File: src/rtl/serprog_pkg.sv
`timescale 1ns/1ps
package serprog_pkg;
  localparam int SP_WORD_W  = 15;
  localparam int SP_RATIO_W = 13;
  localparam int SP_SYNC_N  = 2;

  typedef enum logic {
    DEST_RX = 1'b0,
    DEST_TX = 1'b1
  } dest_e;
endpackage

File: src/rtl/serprog_sync.sv
`timescale 1ns/1ps
// Multi-stage synchronizer, one chain per input bit.
module serprog_sync #(
  parameter int         W       = 3,
  parameter int         STAGES  = 2,
  parameter logic [W-1:0] RST_VAL = '0
) (
  input  logic         clk,
  input  logic         rst,
  input  logic [W-1:0] din,
  output logic [W-1:0] dout
);
  for (genvar b = 0; b < W; b++) begin : g_bit
    logic [STAGES-1:0] chain;
    always_ff @(posedge clk) begin
      if (rst) chain <= {STAGES{RST_VAL[b]}};
      else     chain <= {chain[STAGES-2:0], din[b]};
    end
    assign dout[b] = chain[STAGES-1];
  end
endmodule

File: src/rtl/serprog_edge.sv
`timescale 1ns/1ps
// Turns synchronized bus clock and enable into shift and transfer events.
module serprog_edge (
  input  logic clk,
  input  logic rst,
  input  logic s_clk,
  input  logic s_en,
  output logic shift_ev,
  output logic xfer_ev,
  output logic en_idle
);
  logic s_clk_d, s_en_d;
  logic clk_rise, en_rise;

  always_ff @(posedge clk) begin
    if (rst) begin
      s_clk_d <= 1'b0;
      s_en_d  <= 1'b1;
    end else begin
      s_clk_d <= s_clk;
      s_en_d  <= s_en;
    end
  end

  assign clk_rise = s_clk & ~s_clk_d;
  assign en_rise  = s_en & ~s_en_d;
  // a clock rise counts only while the burst is open; an enable rise with
  // the bus clock low counts as one extra shift edge
  assign shift_ev = (clk_rise & ~s_en_d) | (en_rise & ~s_clk);
  assign xfer_ev  = en_rise;
  assign en_idle  = s_en & s_en_d;

  AST_XFER_SPACED: assert property (@(posedge clk) disable iff (rst)
    xfer_ev |=> !xfer_ev);
endmodule

File: src/rtl/serprog_shreg.sv
`timescale 1ns/1ps
// Serial-in register keeping the newest WORD_W bits.
module serprog_shreg #(
  parameter int WORD_W = 15
) (
  input  logic              clk,
  input  logic              rst,
  input  logic              clr,
  input  logic              shift_en,
  input  logic              din,
  output logic [WORD_W-1:0] word,
  output logic [WORD_W-1:0] next_word
);
  assign next_word = shift_en ? {word[WORD_W-2:0], din} : word;

  always_ff @(posedge clk) begin
    if (rst || clr) word <= '0;
    else            word <= next_word;
  end

  AST_CLR_WORD: assert property (@(posedge clk) disable iff (rst)
    clr |=> (word == '0));
endmodule

File: src/rtl/serprog_latch.sv
`timescale 1ns/1ps
// Transmit and receive latches with steering by the select bit.
module serprog_latch
  import serprog_pkg::*;
#(
  parameter int WORD_W  = 15,
  parameter int RATIO_W = 13
) (
  input  logic               clk,
  input  logic               rst,
  input  logic               clr,
  input  logic               load,
  input  logic [WORD_W-1:0]  word,
  output logic [RATIO_W-1:0] tx_ratio,
  output logic [RATIO_W-1:0] rx_ratio,
  output logic               tx_upd,
  output logic               rx_upd
);
  localparam int RSV_W = WORD_W - RATIO_W - 1;

  dest_e             dest;
  logic [RATIO_W-1:0] ratio_fld;
  logic [RSV_W-1:0]   unused_rsv_bits;

  assign dest            = dest_e'(word[0]);
  assign ratio_fld       = word[WORD_W-1 -: RATIO_W];
  assign unused_rsv_bits = word[RSV_W:1];

  always_ff @(posedge clk) begin
    if (rst || clr) begin
      tx_ratio <= '0;
      rx_ratio <= '0;
      tx_upd   <= 1'b0;
      rx_upd   <= 1'b0;
    end else begin
      tx_upd <= 1'b0;
      rx_upd <= 1'b0;
      if (load) begin
        if (dest == DEST_TX) begin
          tx_ratio <= ratio_fld;
          tx_upd   <= 1'b1;
        end else begin
          rx_ratio <= ratio_fld;
          rx_upd   <= 1'b1;
        end
      end
    end
  end

  AST_UPD_EXCL: assert property (@(posedge clk) disable iff (rst)
    !(tx_upd && rx_upd));
  AST_TX_ONLY_ON_UPD: assert property (@(posedge clk) disable iff (rst)
    (tx_ratio != $past(tx_ratio)) |-> (tx_upd || $past(clr)));
  AST_RX_ONLY_ON_UPD: assert property (@(posedge clk) disable iff (rst)
    (rx_ratio != $past(rx_ratio)) |-> (rx_upd || $past(clr)));
  AST_CLR_LATCH: assert property (@(posedge clk) disable iff (rst)
    clr |=> (tx_ratio == '0 && rx_ratio == '0 && !tx_upd && !rx_upd));
endmodule

File: src/rtl/serprog_rx.sv
`timescale 1ns/1ps
module serprog_rx
  import serprog_pkg::*;
#(
  parameter int WORD_W  = SP_WORD_W,
  parameter int RATIO_W = SP_RATIO_W,
  parameter int SYNC_N  = SP_SYNC_N
) (
  input  logic               clk,
  input  logic               rst,
  input  logic               pd_n,
  input  logic               bus_clk,
  input  logic               bus_dat,
  input  logic               bus_en_n,
  output logic [RATIO_W-1:0] tx_ratio,
  output logic [RATIO_W-1:0] rx_ratio,
  output logic               tx_upd,
  output logic               rx_upd
);
  localparam int NLINES = 3;

  logic [NLINES-1:0] s_bus;
  logic              shift_ev, xfer_ev, en_idle;
  logic              clr;
  logic [WORD_W-1:0] sr_word, sr_next;

  assign clr = ~pd_n;

  serprog_sync #(.W(NLINES), .STAGES(SYNC_N), .RST_VAL(3'b100)) u_sync (
    .clk (clk),
    .rst (rst),
    .din ({bus_en_n, bus_clk, bus_dat}),
    .dout(s_bus)
  );

  serprog_edge u_edge (
    .clk     (clk),
    .rst     (rst),
    .s_clk   (s_bus[1]),
    .s_en    (s_bus[2]),
    .shift_ev(shift_ev),
    .xfer_ev (xfer_ev),
    .en_idle (en_idle)
  );

  serprog_shreg #(.WORD_W(WORD_W)) u_shreg (
    .clk      (clk),
    .rst      (rst),
    .clr      (clr),
    .shift_en (shift_ev & pd_n),
    .din      (s_bus[0]),
    .word     (sr_word),
    .next_word(sr_next)
  );

  serprog_latch #(.WORD_W(WORD_W), .RATIO_W(RATIO_W)) u_latch (
    .clk     (clk),
    .rst     (rst),
    .clr     (clr),
    .load    (xfer_ev & pd_n),
    .word    (sr_next),
    .tx_ratio(tx_ratio),
    .rx_ratio(rx_ratio),
    .tx_upd  (tx_upd),
    .rx_upd  (rx_upd)
  );

  AST_IDLE_NO_SHIFT: assert property (@(posedge clk) disable iff (rst)
    (en_idle && pd_n) |=> $stable(sr_word));
  AST_UPD_NEEDS_XFER: assert property (@(posedge clk) disable iff (rst)
    (tx_upd || rx_upd) |-> $past(xfer_ev));
endmodule

File: config.mk
export PLATFORM = sky130hd
export DESIGN_NAME = serprog_rx
export DESIGN_NICKNAME = d
export VERILOG_FILES = /design/src/rtl/serprog_pkg.sv /design/src/rtl/serprog_sync.sv /design/src/rtl/serprog_edge.sv /design/src/rtl/serprog_shreg.sv /design/src/rtl/serprog_latch.sv /design/src/rtl/serprog_rx.sv
export SDC_FILE = /design/constraint.sdc
export NUM_CORES = 1
export LEC_CHECK = 0
export BUFFER_PORTS_ARGS = -buffer_cell sky130_fd_sc_hd__buf_4
export CORE_ASPECT_RATIO = 0.6
export CORE_MARGIN = 1
export CORE_UTILIZATION = 45
export CTS_CLUSTER_DIAMETER = 100
export DETAILED_ROUTE_END_ITERATION = 12
export PLACE_DENSITY = 0.73
export SKIP_LAST_GASP = 1
export SYNTH_ARGS = -nofsm -noshare
export SYNTH_HDL_FRONTEND = slang
export SYNTH_SLANG_ARGS = --single-unit
export TNS_END_PERCENT = 1
File: constraint.sdc
create_clock -name clk -period 1.95 [get_ports clk]
set_clock_uncertainty 0.15 [all_clocks]
set_input_delay 0.2925 -clock clk [delete_from_list [all_inputs] [get_ports clk]]
set_output_delay 0.2925 -clock clk [all_outputs]
set_load 0.05 [all_outputs]
==> results of run 1 <==
[worst max path at each step]
stage,slack [ns],to,from,cells after the start
after floorplan,0.09,u_latch.tx_ratio[3],u_sync.g_bit[1].chain[1],5
after global placement,0.19,u_latch.rx_ratio[8],u_sync.g_bit[1].chain[1],5
after detailed placement,0.09,u_latch.rx_ratio[10],u_sync.g_bit[1].chain[1],5
after CTS,0.07,u_latch.tx_ratio[8],u_sync.g_bit[1].chain[1],5
after global routing,-0.05,u_latch.tx_ratio[10],u_sync.g_bit[1].chain[1],5
final,0.08,u_latch.rx_ratio[10],u_sync.g_bit[1].chain[1],5
[per-layer routing]
layer,global-route usage (%),vias up
li1,-,632
met4,9.52,0
met1,24.6,617
met3,6.54,5
met2,27.7,33
met5,0,-
[layout make-up]
class | instances | share of cell area, %
clock buffer | 7 | 4.59
tap | 45 | 2.68
timing repair buffer | 38 | 14.2
inverter | 1 | 0.179
sequential | 51 | 48.6
multi-input combinational | 101 | 29.4
clock inverter | 1 | 0.357
[cell families (layout without fill, tap and decap cells)]
group,count (synthesis),count (layout),share of synthesized area (%)
and+or+nand+nor,31,31,9.16
muxes,15,15,8.93
buffers and inverters,11,47,2.98
DFF,51,51,60.8
AOI/OAI and AO/OA,55,55,18.2
[Yosys cell counts (all sizes together) (2+ instances only)]
master  count
dfxtp      51
a21oi      26
o21ai      26
nor2       17
mux2i      15
clkbuf      8
nor2b       6
or2         3
buf         2
[flip-flops by register name, summed over array words and instances (netlist names)]
| name | cells |
|---|---|
| u_latch.rx_upd | 1 |
| u_latch.tx_upd | 1 |
| u_latch.rx_ratio | 13 |
| u_sync.g_bit.chain | 6 |
| u_edge.s_en_d | 1 |
| u_edge.s_clk_d | 1 |
| u_shreg.word | 15 |
| u_latch.tx_ratio | 13 |
[report_power, final]
group          switching, mW  internal (mW)
combinational         0.0363         0.0229
sequential           0.00581           1.05
clock                  0.335          0.323
total                  0.377           1.40
[stage by stage]
step | utilization, % | TNS [ns]
global placement | 58.6 | 0
finish | 61.7 | 0
CTS | 61.6 | 0
floorplan | - | 0
global route | 61.7 | -0.166
detailed placement | 58.6 | 0
[worst max-delay path: stages (launching register included)]
cell and delay, ns:
dfxtp_1 0.44, nor2_2 0.08, a2111oi_4 0.38, buf_12 0.21, mux2i_1 0.36, a21oi_1 0.12
==> impl_metrics.json, run 1 <==
{
  "die_w_um": 80.9,
  "mostFrequentLayoutCells": "dfxtp_1, buf_4, o21ai_0, a21oi_1, nor2_1",
  "setup_ws_ns": 0.0792,
  "synth_area_per_cell_um2": 10.3,
  "fin_cells": 244,
  "dr_wl_met2_mm": 1.52,
  "dieHeight_um": 49.3,
  "yosys.area.top_type": "dfxtp_1",
  "cap_viol_max_count": 0,
  "worstPathMaxFanout": 15,
  "num_rows": 16,
  "yosys_warnings": 0,
  "cts_tree": "yes",
  "p_total_mw": 1.77,
  "r2r_cells": 5,
  "clock.fmax_mhz": 535,
  "r2r-start": "u_sync.g_bit[1].chain[1]",
  "grt_pass1_vias": 1170,
  "synth_top_cell_area_share_pct": 60.8,
  "pre_cts_ws_ns": 0.0883,
  "cts_setup_buffers": 0,
  "clkTransAtPathRegs_ns": 0.09,
  "slew_violations": 0,
  "vdd_drop_max_v": 0.000480,
  "drt-initial-drc-count": 39,
  "dr.pass1.iters": 4,
  "async_flop_share_pct": 0,
  "drcViolationCount": 0,
  "final_common_cell": "dfxtp_1",
  "r2r_slack_ns": 0.08,
  "gp_routability_congestion": 0.751,
  "worst_pin_slew_ns": 0.575,
  "startpoint_type": "flop",
  "ys_seq_area_share_pct": 60.8,
  "postPlaceCellArea_mm2": 0.00199,
  "synthDistinctLibCells": 20,
  "cts_sinks": 51,
  "fin_crit_ns": 1.87,
  "wl_per_cell_um": 13.9,
  "wl_mm": 3.38,
  "antenna_left": 0,
  "dpl.cell_count": 236,
  "final.hold.worst_slack_ns": 0.0276,
  "hold_viol": 0,
  "cts_resized": 0,
  "cts-hold-fix-buffers": 0,
  "seqCellArea_mm2": 0.00102,
  "vias": 1287,
  "min-delay-start": "bus_en_n",
  "power_density_mw_per_mm2": 844,
  "port_buffers": 33,
  "design_area_mm2": 0.00210,
  "fillCellCount": 282,
  "dp_hpwl_mm": 2.30,
  "ios": 34,
  "ys_ff_latch": 51,
  "max-slew-margin-rel_pct": 61.6,
  "p_leak_nw": 0.847,
  "wl_met3_um": 185,
  "start_util_pct": 49.4,
  "outcome": "finished, final reports clean",
  "hold_path_depth": 2,
  "core_area_mm2": 0.00340,
  "antenna_found_initial": 0,
  "num_antenna_cells": 0,
  "multiInputGateArea_um2": 618,
  "finalSetupViolations": 0,
  "syn_inst": 163,
  "netlist_area_mm2": 0.00168,
  "viasPerCell": 5.27,
  "area_delta_synth_final_pct": 25.0,
  "gr-total-overflow": 0,
  "clock_latency_ns": 0.31,
  "synth.area.top_cells": "dfxtp_1, mux2i_1, a21oi_1, o21ai_0, nor2_1",
  "critPathArrivalTime_ns": 1.91,
  "hold_path_class": "in -> reg",
  "numCtsBuffers": 5,
  "crit_type": "reg -> reg",
  "fin_crit_sh_pct": 95.9,
  "die_area_mm2": 0.00399,
  "synth-edff-count": 0,
  "nets": 204,
  "cts_root_buf": "clkbuf_8",
  "grt_max_degree": 27,
  "synth-main-ff-cell": "dfxtp_1",
  "r2r-end": "u_latch.rx_ratio[10]",
  "rsz0062_at_grt": "true",
  "cp-end-kind": "flop",
  "m1WireLength_mm": 1.63,
  "grt_pass1_wl_mm": 5.49,
  "min_to": "u_sync.g_bit[2].chain[0]",
  "track_usage_pct": 18.9,
  "critPathRequiredTime_ns": 1.99,
  "clockBufferDepth": 2,
  "cts_max_level": 2,
  "drive_gt1_share_pct": 26.6,
  "syn_nets": 169,
  "routed.top_layer": "met4"
}
Note: power is estimated with default switching activity, not from simulation.
==> run 2: changes to the inputs <==
--- a/config.mk
+++ b/config.mk
@@ -5,14 +5,14 @@
 export SDC_FILE = /design/constraint.sdc
 export NUM_CORES = 1
 export LEC_CHECK = 0
+export ABC_AREA = 1
 export BUFFER_PORTS_ARGS = -buffer_cell sky130_fd_sc_hd__buf_4
 export CORE_ASPECT_RATIO = 0.6
 export CORE_MARGIN = 1
 export CORE_UTILIZATION = 45
 export CTS_CLUSTER_DIAMETER = 100
 export DETAILED_ROUTE_END_ITERATION = 12
-export PLACE_DENSITY = 0.73
-export SKIP_LAST_GASP = 1
+export PLACE_DENSITY = 0.71
 export SYNTH_ARGS = -nofsm -noshare
 export SYNTH_HDL_FRONTEND = slang
 export SYNTH_SLANG_ARGS = --single-unit
==> impl_metrics.json, run 2 <==
{
  "largest_reg_flops": 15,
  "final_common_cell": "nand2_1",
  "vias": 1793,
  "power_density_mw_per_mm2": 714,
  "drive_gt1_share_pct": 17.3,
  "mostFrequentLayoutCells": "nand2_1, inv_1, nor2_1",
  "netlist_area_mm2": 0.00215,
  "numCtsBuffers": 5,
  "finalSetupViolations": 0,
  "hold_viol": 0,
  "multiInputGateArea_um2": 806,
  "largest_register": "u_shreg.word",
  "port_buffers": 33,
  "grt_pass1_wl_mm": 7.35,
  "clockBufferDepth": 2,
  "finalSetupTns_ns": 0,
  "crit_type": "reg -> reg",
  "gp_routability_congestion": 0.842,
  "setup_ws_ns": 0.304,
  "min-delay-start": "bus_dat",
  "num_rows": 19,
  "ys_seq_area_share_pct": 47.6,
  "critPathArrivalTime_ns": 1.70,
  "pre_cts_ws_ns": 0.297,
  "cts_sinks": 51,
  "clock_latency_ns": 0.30,
  "max-slew-margin-rel_pct": 76.9,
  "track_usage_pct": 18.4,
  "rsz0062_at_grt": "false",
  "antenna_found_initial": 0,
  "die_w_um": 91.2,
  "worst_pin_slew_ns": 0.346,
  "synth.area.top_cells": "dfxtp_1, nand2_1, inv_1, nor2_1, nand3_1",
  "hold_path_depth": 3,
  "p_total_mw": 1.83,
  "dieHeight_um": 55.5,
  "critPathRequiredTime_ns": 2.01,
  "synth-edff-count": 0,
  "design_area_mm2": 0.00256,
  "fin_crit_ns": 1.65,
  "outcome": "finished, final reports clean",
  "clkTransAtPathRegs_ns": 0.09,
  "fillCellCount": 451,
  "cap_viol_max_count": 0,
  "gr-total-overflow": 0,
  "cts_tree": "yes",
  "hold_path_class": "in -> reg",
  "synth_area_per_cell_um2": 6.97,
  "synth_commonest_cells": "nand2_1, inv_1, nor2_1",
  "synthDistinctLibCells": 19,
  "nets": 351,
  "grt_pass1_vias": 1590,
  "ys_ff_latch": 51,
  "postPlaceCellArea_mm2": 0.00245,
  "p_leak_nw": 1.25,
  "viasPerCell": 4.38,
  "cts_resized": 0,
  "slew_violations": 0,
  "clock.fmax_mhz": 607,
  "r2r-start": "u_edge.s_en_d",
  "cts_root_buf": "clkbuf_8",
  "synth-main-ff-cell": "dfxtp_1",
  "antenna_left": 0,
  "fin_crit_sh_pct": 84.4,
  "dr.pass1.iters": 4,
  "worstPathMaxFanout": 19,
  "grt_max_degree": 20,
  "drt-initial-drc-count": 118,
  "start_util_pct": 46.8,
  "area_delta_synth_final_pct": 19.4,
  "yosys.area.top_type": "dfxtp_1",
  "r2r_cells": 6,
  "ios": 34,
  "cts_max_level": 2,
  "num_antenna_cells": 0,
  "wl_per_cell_um": 10.5,
  "cp-end-kind": "flop",
  "synth.most_common_cell": "nand2_1",
  "syn_inst": 308,
  "drcViolationCount": 0,
  "core_area_mm2": 0.00459,
  "die_area_mm2": 0.00506,
  "seqCellArea_mm2": 0.00102,
  "async_flop_share_pct": 0,
  "final.hold.worst_slack_ns": 0.0312,
  "crit_path_start": "u_edge.s_en_d",
  "syn_nets": 314,
  "vdd_drop_max_v": 0.000414,
  "yosys_warnings": 0,
  "dp_hpwl_mm": 3.07,
  "synth_top_cell_area_share_pct": 47.6,
  "wl_mm": 4.30,
  "top_regs": "u_shreg.word: 15 flops, u_latch.rx_ratio: 13 flops, u_latch.tx_ratio: 13 flops",
  "startpoint_type": "flop"
}
[run 2: area by class of cell]
cell class,instances,area share [%]
clock buffer,7,3.76
inverter,61,8.93
timing repair buffer,43,12.7
clock inverter,1,0.293
tap,63,3.07
sequential,51,39.8
multi-input combinational,183,31.4
[run 2: routing by layer]
layer	vias to the layer above	part of all wire [%]	track usage, %	wire length, um
met1	771	54	26.6	2330
met2	48	40	27.3	1710
met5	-	0	0	0
met4	0	0.53	5.90	23
met3	4	5.7	4.27	245
li1	970	-	-	-
[run 2: worst max-delay path: stages (launching register included)]
cell and delay, ns:
dfxtp_1 0.38, nor2_4 0.19, nand3_2 0.15, nand2_1 0.16, nand3_4 0.21, a21oi_1 0.23, nor2_1 0.06
[run 2: path summary, 6_finish.rpt]
path	to	slack, ns
setup / recovery	u_latch.tx_ratio[1]	0.30
hold / removal	u_sync.g_bit[0].chain[0]	0.03
setup reg to reg	u_latch.tx_ratio[1]	0.30
hold reg to reg	u_sync.g_bit[0].chain[1]	0.27
[run 2: stage by stage]
stage               util [%]  std cells
floorplan                  -        308
global placement        53.4        400
detailed placement      53.4        400
CTS                     55.7        408
global route            55.9        409
finish                  55.9        409
[run 2: repair_timing]
item / CTS / global route
hold buffers: 0 / 1
hold endpoints to repair: 0 / 1
buffers inserted: 0 / 0
[run 2: report_power, final]
group	internal (mW)	switching, mW	total [mW]
clock	0.323	0.350	0.673
sequential	1.05	0.00541	1.06
combinational	0.0352	0.0665	0.102
[run 2: kinds of logic after synthesis]
kind of cell           Yosys count  synth area share (%)
buffers and inverters           74                  14.9
AND/OR/NAND/NOR                173                  35.2
AO/OA/AOI/OAI                   10                  2.33
flip-flops                      51                  47.6
==> run 3: changes to the inputs <==
--- a/config.mk
+++ b/config.mk
@@ -12,7 +12,7 @@
 export CORE_UTILIZATION = 45
 export CTS_CLUSTER_DIAMETER = 100
 export DETAILED_ROUTE_END_ITERATION = 12
-export PLACE_DENSITY = 0.71
+export PLACE_DENSITY = 0.69
 export SYNTH_ARGS = -nofsm -noshare
 export SYNTH_HDL_FRONTEND = slang
 export SYNTH_SLANG_ARGS = --single-unit
==> constraint.sdc (replaced) <==
create_clock -name clk -period 1.67 [get_ports clk]
set_clock_uncertainty 0.15 [all_clocks]
set_input_delay 0.2505 -clock clk [delete_from_list [all_inputs] [get_ports clk]]
set_output_delay 0.2505 -clock clk [all_outputs]
set_load 0.05 [all_outputs]
==> impl_metrics.json, run 3 (same netlist as run 2, synthesis figures left out) <==
{
  "clockBufferDepth": 2,
  "die_area_mm2": 0.00506,
  "final_common_cell": "nand2_1",
  "num_rows": 19,
  "final.hold.worst_slack_ns": 0.0300,
  "worst_pin_slew_ns": 0.361,
  "clock_latency_ns": 0.30,
  "rsz0062_at_grt": "true",
  "wl_mm": 4.32,
  "finalSetupTns_ns": 0,
  "antenna_found_initial": 0,
  "ios": 34,
  "p_leak_nw": 1.26,
  "worstPathMaxFanout": 19,
  "vdd_drop_max_v": 0.000382,
  "wl_per_cell_um": 10.5,
  "core_area_mm2": 0.00459,
  "crit_type": "reg -> reg",
  "numCtsBuffers": 5,
  "num_antenna_cells": 0,
  "cts_sinks": 51,
  "fin_crit_sh_pct": 93.7,
  "startpoint_type": "flop",
  "critPathArrivalTime_ns": 1.62,
  "cts_max_level": 2,
  "power_density_mw_per_mm2": 781,
  "slew_violations": 0,
  "final_util_pct": 56.4,
  "gr-total-overflow": 0,
  "dieHeight_um": 55.5,
  "dr.pass1.iters": 4,
  "dp_hpwl_mm": 3.04,
  "viasPerCell": 4.37,
  "cts_tree": "yes",
  "nets": 356,
  "gp_routability_congestion": 0.833,
  "die_w_um": 91.2,
  "cts_root_buf": "clkbuf_8",
  "critPathRequiredTime_ns": 1.72,
  "fin_crit_ns": 1.56,
  "drcViolationCount": 0,
  "hold_path_class": "in -> reg",
  "top_regs": "u_shreg.word: 15 flops, u_latch.rx_ratio: 13 flops, u_latch.tx_ratio: 13 flops",
  "clkTransAtPathRegs_ns": 0.08,
  "track_usage_pct": 18.9,
  "port_buffers": 33,
  "drive_gt1_share_pct": 17.5,
  "mostFrequentLayoutCells": "nand2_1, inv_1, nor2_1",
  "outcome": "finished, final reports clean",
  "design_area_mm2": 0.00259,
  "antenna_left": 0,
  "largest_reg_flops": 15,
  "clock.fmax_mhz": 639,
  "grt_max_degree": 20,
  "area_delta_synth_final_pct": 20.6,
  "largest_register": "u_shreg.word",
  "start_util_pct": 46.8,
  "cp-end-kind": "flop",
  "grt_pass1_wl_mm": 7.42,
  "hold_viol": 0,
  "finalSetupViolations": 0,
  "drt-initial-drc-count": 125,
  "postPlaceCellArea_mm2": 0.00248,
  "max-slew-margin-rel_pct": 75.9,
  "vias": 1799,
  "grt_pass1_vias": 1597,
  "cap_viol_max_count": 0
}
-- run 3: routing by layer --
metal	share of wire, %	global-route usage, %	wire length (um)	vias up
met5	0	0	0	-
met4	1.7	8.62	74	0
met3	6.9	4.55	297	8
met2	39	25.8	1670	47
met1	53	27.9	2280	766
li1	-	-	-	978
-- run 3: per-stage QoR --
step	setup WS, ns	instances	power, mW
floorplan	0.287	308	1.34
CTS	0.104	412	2.05
global route	-0.0556	412	2.12
detailed placement	0.0837	403	1.39
global placement	0.103	403	1.38
finish	0.105	412	2.02
-- run 3: worst paths after layout --
path                            startpoint  slack, ns  cells past startpoint                  endpoint
setup / recovery             u_edge.s_en_d       0.11                      6       u_latch.tx_ratio[1]
hold / removal                         rst       0.03                      2  u_sync.g_bit[0].chain[1]
setup reg to reg             u_edge.s_en_d       0.11                      6       u_latch.tx_ratio[1]
hold reg to reg   u_sync.g_bit[0].chain[0]       0.26                      2  u_sync.g_bit[0].chain[1]
-- run 3: area by class of cell --
type | instances | area, um^2
Multi-Input combinational cell | 183 | 808
Timing Repair Buffer | 48 | 380
Tap cell | 63 | 78.8
Sequential cell | 51 | 1020
Inverter | 61 | 229
Fill cell | 473 | 2000
Clock buffer | 6 | 72.6
-- run 3: repair_timing --
action | in CTS | in global routing
gates resized for setup | 0 | 4
endpoints found under the hold margin | 3 | 0
setup buffers | 0 | 0
hold buffers | 3 | 0
endpoints found under the setup margin | 0 | 18
-- run 3: worst max-delay path, stage by stage (launching register included) --
cell     delay, ns
dfxtp_1       0.36
nor2_4        0.16
nand3_2       0.15
nand2_1       0.16
nand3_4       0.22
a21oi_1       0.21
nor2_1        0.06
-- run 3: report_power, final --
group	internal, mW	leakage [nW]	switching [mW]	total, mW
logic	0.0498	0.813	0.0795	0.129
registers	1.23	0.412	0.00567	1.23
clock network	0.280	0.0371	0.379	0.659
total	1.56	1.26	0.464	2.02
